**src/rtl/pwm_action_gen.sv**
```systemverilog
module pwm_action_gen #(
  parameter int W = 16
) (
  input  logic         clk,
  input  logic         rst_n,
  input  logic [W-1:0] tb_cnt,
  input  logic         tb_up,
  input  logic         tb_zero,
  input  logic         tb_peak,
  input  logic         cfg_we,
  input  logic [1:0]   cfg_sel,
  input  logic [31:0]  cfg_wdata,
  output logic [W-1:0] cmp_a_act,
  output logic [W-1:0] cmp_b_act,
  output logic         pwm_out
);

  localparam logic [1:0] SEL_ACT  = 2'd0;
  localparam logic [1:0] SEL_CMPA = 2'd1;
  localparam logic [1:0] SEL_CMPB = 2'd2;
  localparam logic [1:0] SEL_METH = 2'd3;

  logic [15:0]  act_q;
  logic [1:0]   meth_q;
  logic [W-1:0] sh_a, sh_b, sh_a_nx, sh_b_nx;
  logic [7:0]   dir_act;
  logic [1:0]   c_z, c_p, c_a, c_b, code;
  logic         wr_a, wr_b, load, pwm_nx;
  logic         unused_bits;

  assign unused_bits = ^{cfg_wdata[31:20], cfg_wdata[11:8]};

  assign wr_a = cfg_we && cfg_sel == SEL_CMPA;
  assign wr_b = cfg_we && cfg_sel == SEL_CMPB;
  assign sh_a_nx = wr_a ? cfg_wdata[W-1:0] : sh_a;
  assign sh_b_nx = wr_b ? cfg_wdata[W-1:0] : sh_b;
  assign load = (tb_zero && meth_q[0]) || (tb_peak && meth_q[1]);

  assign dir_act = tb_up ? act_q[7:0] : act_q[15:8];
  assign c_z = tb_zero               ? dir_act[1:0] : 2'd0;
  assign c_p = tb_peak               ? dir_act[3:2] : 2'd0;
  assign c_a = (tb_cnt == cmp_a_act) ? dir_act[5:4] : 2'd0;
  assign c_b = (tb_cnt == cmp_b_act) ? dir_act[7:6] : 2'd0;
  assign code = (c_b != 2'd0) ? c_b :
                (c_a != 2'd0) ? c_a :
                (c_p != 2'd0) ? c_p : c_z;

  always_comb begin
    case (code)
      2'd1:    pwm_nx = 1'b0;
      2'd2:    pwm_nx = 1'b1;
      2'd3:    pwm_nx = ~pwm_out;
      default: pwm_nx = pwm_out;
    endcase
  end

  always_ff @(posedge clk or negedge rst_n) begin
    if (!rst_n) begin
      act_q     <= '0;
      meth_q    <= '0;
      sh_a      <= '0;
      sh_b      <= '0;
      cmp_a_act <= '0;
      cmp_b_act <= '0;
      pwm_out   <= 1'b0;
    end else begin
      pwm_out <= pwm_nx;
      sh_a    <= sh_a_nx;
      sh_b    <= sh_b_nx;
      if (cfg_we && cfg_sel == SEL_ACT)  act_q  <= {cfg_wdata[19:12], cfg_wdata[7:0]};
      if (cfg_we && cfg_sel == SEL_METH) meth_q <= cfg_wdata[1:0];
      if (wr_a && meth_q == 2'd0)      cmp_a_act <= cfg_wdata[W-1:0];
      else if (load)                   cmp_a_act <= sh_a_nx;
      if (wr_b && meth_q == 2'd0)      cmp_b_act <= cfg_wdata[W-1:0];
      else if (load)                   cmp_b_act <= sh_b_nx;
    end
  end

endmodule

```
**config.mk**
```make
export PLATFORM = sky130hd
export DESIGN_NAME = pwm_action_gen
export DESIGN_NICKNAME = d
export VERILOG_FILES = /design/src/rtl/pwm_action_gen.sv
export SDC_FILE = /design/constraint.sdc
export NUM_CORES = 1
export LEC_CHECK = 0
export BUFFER_PORTS_ARGS = -buffer_cell sky130_fd_sc_hd__buf_4
export CORE_MARGIN = 1
export CORE_UTILIZATION = 30
export DETAILED_ROUTE_END_ITERATION = 7
export PLACE_DENSITY = 0.51
export SLEW_MARGIN = 10
export SYNTH_ARGS = -nofsm -noshare
export SYNTH_HDL_FRONTEND = slang
export SYNTH_SLANG_ARGS = --single-unit
```
**constraint.sdc**
```tcl
create_clock -name clk -period 3 [get_ports clk]
set_input_delay 0.3 -clock clk [delete_from_list [all_inputs] [get_ports clk]]
set_output_delay 0.3 -clock clk [all_outputs]
set_load 0.005 [all_outputs]
```
==> results of run 1 <==
## routing by layer
layer	vias to the layer above	wire [um]	global-route usage [%]
met5	-	0	0
met3	12	395	4.606
met1	1145	3909	18.62
li1	1048	-	-
met4	0	121	4.825
met2	46	4313	24.54
## stage by stage
stage | instances | hold WS, ps | total power, mW | cell area (sq um)
after floorplan | 244 | 4.409 | 2.222 | 3707
after CTS | 479 | 192.1 | 3.915 | 4718
after detailed placement | 464 | 480.0 | 2.790 | 4423
final | 479 | 133.4 | 3.848 | 4718
after global placement | 464 | 474.5 | 2.766 | 4423
after global routing | 479 | 199.9 | 4.073 | 4718
## cell type report
| cell class | instances | area [sq um] | area share [%] |
|---|---|---|---|
| Timing Repair Buffer | 79 | 593.1 | 12.57 |
| Multi-Input combinational cell | 154 | 1565 | 33.17 |
| Sequential cell | 83 | 2077 | 44.02 |
| Clock buffer | 13 | 260.3 | 5.516 |
| Clock inverter | 2 | 35.03 | 0.7425 |
| Tap cell | 147 | 183.9 | 3.898 |
| Inverter | 1 | 3.754 | 0.07955 |
## power by group through the flow
stage	registers (mW)	clock network (mW)	logic (mW)
6_report	1.67	1.10	1.07
5_1_grt	1.72	1.18	1.18
4_1_cts	1.68	1.14	1.10
3_5_place_dp	1.70	0	1.09
3_3_place_gp	1.69	0	1.07
2_1_floorplan	1.66	0	0.565
## cell families (layout without fill, tap and decap cells)
logic type | after synthesis | after routing | synth area share (%)
AO/OA/AOI/OAI | 9 | 9 | 2.869
XOR/XNOR | 32 | 32 | 7.560
buffers and inverters | 7 | 95 | 1.755
flip-flops | 83 | 83 | 56.02
multiplexers | 90 | 90 | 27.37
AND/OR/NAND/NOR | 23 | 23 | 4.421
## critical path: stages (launching register included)
cell and delay [ps]:
dfrtp_1 400, xor2_1 180, nor4_1 470, nand4_1 360, o22ai_1 280, o221ai_1 140, o2bb2ai_1 150
## cell usage in the layout (no fill, tap or decap)
master,synthesis,layout
mux2_2,83,83
dfrtp_1,83,83
buf_4,1,79
xor2_1,32,32
clkbuf_16,0,9
nor4_1,8,8
mux2i_1,5,5
nand2_1,3,3
nand3b_4,2,2
o31ai_4,2,2
mux2_4,2,2
nand4_1,2,2
nor2_1,2,2
o22ai_1,2,2
nor3_1,2,2
clkbuf_8,0,2
clkbuf_1,0,2
a22oi_4,1,1
nor3b_2,1,1
nand3_1,1,1
inv_1,1,1
and3_1,1,1
o221ai_1,1,1
a21oi_1,1,1
o211ai_1,1,1
and4_1,1,1
o2bb2ai_1,1,1
clkinv_2,0,1
bufinv_16,0,1
## sequential cells by signal, indices dropped and copies added (netlist names)
name,count
act_q,16
sh_b,16
cmp_b_act,16
meth_q,2
pwm_out,1
sh_a,16
cmp_a_act,16
## final timing paths
check,endpoint,startpoint,depth (start not counted)
min,act_q[4],rst_n,1
min in group clk,act_q[12],cfg_wdata[16],2
max in group asynchronous,sh_a[13],rst_n,1
min reg2reg,sh_a[3],sh_a[3],1
max reg2reg,pwm_out,cmp_a_act[8],6
max,pwm_out,cmp_a_act[8],6
==> run_results.csv, run 1 <==
group,metric,value,unit
outcome,outcome,"finished clean",
floorplanning,core_area,12010,sq um
floorplanning,die_area,12810,sq um
worst_setup_path,worstPathRequired,3210,ps
pwr,power_density,815.6,nW/um^2
drt,ant_nets,0,
grt,gr-usage-all-layers,14.90,%
cells_and_area,n_antenna_cell,0,
grt,grt_pass1_wl,13970,um
pwr,intPower,2.764,mW
timing,slew_headroom,27.37,%
yosys,synth.top_cell.area_share,56.02,%
yosys,yosysUniqueCellTypes,27,
drt,dr.first_iter.drc_count,75,
timing,tightest_slew,1089,ps
worst_setup_path,r2r_slack,910,ps
yosys,ys_seq_area_share,56.02,%
yosys,yosysWarnings,0,
pwr,p_seq_share,43.5,%
cells_and_area,nNetsFinal,384,
yosys,post-synth-top-area-cell,"dfrtp_1",
pwr,swShare,28.18,%
clocking,cts_tree,"yes",
floorplanning,pin_count,89,
floorplanning,die_h,113.2,um
placement,numPortBuffers,76,
clocking,cts.sink_count,83,
timing,fmaxAchievable,478.1,MHz
clocking,post_cts_buffers,0,
drt,dr_total_vias,2251,
pwr,p_switching,1.085,mW
cells_and_area,fin_util,39.28,%
grt,overflow,0,
placement,dp_hpwl,6209,um
cells_and_area,syn2layout_area_growth,27.27,%
cells_and_area,drive_gt1_share,55.12,%
drt,wl_per_cell,18.24,um
job,maxCapViolations,0,
floorplanning,rows,40,
drt,drc,0,
timing,min_period,2091,ps
drt,drt-vias-per-instance,4.699,
drt,wl,8739,um
yosys,synth-main-ff-cell,"dfrtp_1",
timing,min_period_over_period,69.72,%
placement,gp_congestion,0.7649,
grt,antenna_found_initial,0,
grt,grt_pass1_vias,2486,
clocking,clk_latency,330,ps
timing,setup_tns,0,ps
timing,rsz0062_at_grt,"no",
worst_setup_path,critPathMaxFanout,4,
yosys,ys_ff_latch,83,
pwr,ir_worst_vdd,357.2,uV
yosys,synth_edf_count,0,
yosys,netlist_area,3707,sq um
yosys,synthTopCellsByArea,"dfrtp_1 (56%), mux2_2 (25%), xor2_1 (7.6%)",
yosys,async_flop_share,100.0,%
yosys,syn_avg_cell_area,15.19,sq um
clocking,htreeDepth,3,
yosys,synth.net_count,300,
timing,finalSetupViolCount,0,
clocking,ctsResizeCount,0,
worst_setup_path,critPathKind,"flip-flop to flip-flop",
pwr,p_leak,2.136,nW
worst_setup_path,startpoint_type,"flip-flop",
pwr,clkPwrFrac,28.6,%
clocking,cts_max_path_buffers,2,
floorplanning,fp.dieW,113.2,um
clocking,postCtsHoldBufs,0,
yosys,syn_inst,244,
floorplanning,initial_core_util,30.86,%
worst_setup_path,arrival,2310,ps
pwr,pwr-share-comb,27.9,%
clocking,cts_root_buffer,"clkbuf_16",
cells_and_area,nFillCells,1139,
clocking,clk_pin_slew,60,ps
yosys,ys_top_cells_by_count,"dfrtp_1 (83), mux2_2 (83), xor2_1 (32)",
timing,worst_clock_skew,4.168,ps
drt,firstDrtPassIters,3,
placement,dp_slack,960.2,ps
grt,grt_max_degree,84,
timing,hold_viol_final,0,
worst_setup_path,cp-end-kind,"flip-flop",
timing,setup_slack,908.5,ps
worst_hold_path,min_path_type,"input port to async pin",
timing,slew_violations,0,
clocking,numCtsBuffers,9,
Power figures use the tool's default switching activity.
==> run 2, diff against run 1 <==
Settings changed: ABC_AREA set to 1, PLACE_DENSITY 0.51 to 0.52.
Clock period 3 ns to 1.8 ns, I/O delays scaled along.
==> run 2 against run 1 <==
  * Routed wire length up 8.8%
  * Global-route usage rose by 0.14 points
  * Synthesized cell count rose by 100%
  * Largest power group unchanged
  * Combinational power increased by 48%
  * Design area rose by 5.7%
  * Largest cell class unchanged
  * Utilization rose by 0.25 points
  * Critical path depth down 2
  * Setup slack lost 690 ps
  * Non-clock buffer count grew 6
  * Sequential share of layout area down 2.4 points
  * Power grew 56%
  * Via count grew 44%
==> run_results.csv, run 2 <==
group,metric,value,unit
timing,rsz0062_at_grt,"no",
pwr,ir_worst_vdd,464.2,uV
outcome,outcome,"finished clean",
worst_setup_path,regToRegStartpoint,"meth_q[1]",
yosys,netlist_area,3884,sq um
yosys,synth_top_family_by_area,"simple AND/OR/NAND/NOR gates",
drt,wl,9512,um
timing,worst_clock_skew,6.961,ps
timing,min_period_over_period,87.72,%
cells_and_area,mostFrequentLayoutCells,"nand2_1 (184), dfrtp_1 (83), buf_4 (81), o21ai_0 (80), inv_1 (69)",
cells_and_area,final_cells,747,
cells_and_area,syn2layout_area_growth,28.45,%
worst_setup_path,startpoint_type,"flip-flop",
timing,slew_headroom,63.02,%
drt,drc,0,
clocking,cts.sink_count,83,
drt,firstDrtPassIters,5,
cells_and_area,drive_gt1_share,18.78,%
worst_hold_path,min_path_type,"input port to flip-flop",
floorplanning,pin_count,89,
clocking,ctsResizeCount,0,
floorplanning,fp.dieW,115.8,um
worst_setup_path,worstPathRequired,2050,ps
drt,ant_nets,0,
yosys,synth.net_count,547,
worst_setup_path,critPathKind,"flip-flop to flip-flop",
cells_and_area,mostFrequentLayoutCell,"nand2_1",
grt,grt_pass1_vias,3121,
grt,grt_pass1_wl,15300,um
yosys,ys_ff_latch,83,
clocking,cts_tree,"yes",
timing,tightest_slew,554.7,ps
cells_and_area,nFillCells,1325,
yosys,post-synth-top-area-cell,"dfrtp_1",
worst_hold_path,min_from,"cfg_wdata[19]",
clocking,cts_root_buffer,"clkbuf_16",
yosys,synth_edf_count,0,
timing,hold_viol_final,0,
drt,dr_total_vias,3252,
timing,fmaxAchievable,633.3,MHz
yosys,synth_compound_gate_area_share,12.40,%
drt,dr.first_iter.drc_count,157,
worst_hold_path,worst_hold_path.num_cells,2,
grt,gr-usage-all-layers,15.04,%
drt,drt-vias-per-instance,4.353,
yosys,synth.top_cell.area_share,53.48,%
worst_setup_path,cp-end-kind,"flip-flop",
timing,setup_tns,0,ps
yosys,synth_xor_area_share,0.9021,%
pwr,p_leak,2.638,nW
clocking,htreeDepth,3,
placement,dp.cells,731,
floorplanning,rows,41,
clocking,clk_latency,330,ps
worst_setup_path,critPathMaxFanout,20,
worst_hold_path,hold_path_end,"act_q[15]",
yosys,syn_inst,491,
job,maxCapViolations,0,
grt,antenna_found_initial,0,
grt,overflow,0,
yosys,yosys.area_share.simple,22.36,%
placement,gp_congestion,0.7629,
yosys,synth_most_common_cell,"nand2_1",
floorplanning,initial_core_util,30.78,%
placement,dp_hpwl,6983,um
yosys,syn_avg_cell_area,7.910,sq um
cells_and_area,n_antenna_cell,0,
yosys,muxShareOfSynthArea,1.643,%
timing,min_period,1579,ps
yosys,ys_top_cells_by_count,"nand2_1 (184), dfrtp_1 (83), o21ai_0 (80)",
floorplanning,core_area,12620,sq um
worst_setup_path,reg2reg_depth,4,
worst_setup_path,arrival,1820,ps
timing,slew_violations,0,
yosys,ys_seq_area_share,53.48,%
yosys,synthTopCellsByArea,"dfrtp_1 (53%), nand2_1 (18%), o21ai_0 (10%)",
worst_setup_path,r2r_slack,220,ps
clocking,cts_max_path_buffers,2,
yosys,yosysUniqueCellTypes,25,
timing,finalSetupViolCount,0,
worst_setup_path,reg2reg_to,"cmp_a_act[5]",
clocking,numCtsBuffers,9,
floorplanning,die_h,115.8,um
placement,numPortBuffers,76,
floorplanning,die_area,13410,sq um
yosys,synth-main-ff-cell,"dfrtp_1",
drt,wl_per_cell,12.73,um
cells_and_area,nNetsFinal,627,
pwr,power_density,1200,nW/um^2
grt,grt_max_degree,36,
yosys,async_flop_share,100.0,%
yosys,synthAdderAreaFrac,0,%
yosys,yosysWarnings,0,
clocking,clk_pin_slew,60,ps
## run 2: metal layers
metal  track usage [%]  vias to the layer above  share of wire (%)  wire length, um
met2             24.52                       70                 47             4452
met5                 0                        -                  0                0
met3             2.615                       10                4.6              440
li1                  -                     1667                  -                -
met4             4.701                        0                1.2              114
met1             20.37                     1505                 47             4505
## run 2: how the worst max path moves through the flow
| stage | startpoint | endpoint |
|---|---|---|
| 3_5_place_dp | meth_q[1] | cmp_a_act[12] |
| 6_report | meth_q[1] | cmp_a_act[5] |
| 3_3_place_gp | meth_q[1] | cmp_a_act[4] |
| 5_1_grt | meth_q[1] | cmp_a_act[6] |
| 2_1_floorplan | meth_q[0] | cmp_a_act[11] |
| 4_1_cts | meth_q[1] | cmp_a_act[5] |
## run 2: repair_timing
action                     CTS  global route
hold buffers                 1             0
setup endpoints to repair    0             0
buffers inserted             0             0
hold endpoints to repair    33             0
## run 2: power by group
part	switching, mW	total [mW]	internal [mW]
logic	0.813	1.58	0.765
clock network	0.717	1.82	1.11
registers	0.294	2.59	2.29
## run 2: final cells by class
| cell class | instances | area [sq um] | share of cell area [%] |
|---|---|---|---|
| Clock buffer | 11 | 242.7 | 4.866 |
| Timing Repair Buffer | 85 | 678.2 | 13.59 |
| Clock inverter | 4 | 51.30 | 1.028 |
| Tap cell | 172 | 215.2 | 4.314 |
| Sequential cell | 83 | 2077 | 41.64 |
| Inverter | 71 | 266.5 | 5.342 |
| Multi-Input combinational cell | 321 | 1458 | 29.22 |
## run 2: worst max-delay path, stage by stage (launching register included)
cell and delay, ps:
dfrtp_1 450, o31ai_4 550, buf_4 330, nand2_1 80, o21ai_0 80
## run 2: logic make-up (layout without fill, tap and decap cells)
group,after synthesis,after routing
AND/OR/NAND/NOR,223,223
XOR/XNOR,4,4
buffers and inverters,87,171
multiplexers,5,5
flip-flops,83,83
AO/OA/AOI/OAI,89,89
## run 2: stage by stage
step / power (mW) / hold WS [ps] / instance area, sq um / setup slack (ps) / utilization [%]
floorplan: 3.398 / -115.6 / 3884 / 428.7 / -
global placement: 4.176 / 177.7 / 4684 / 215.3 / 37.12
detailed placement: 4.217 / 180.1 / 4684 / 194.3 / 37.12
CTS: 6.058 / 78.34 / 4989 / 174.0 / 39.53
global route: 6.409 / 83.38 / 4989 / 38.32 / 39.53
finish: 5.988 / 82.98 / 4989 / 221.1 / 39.53
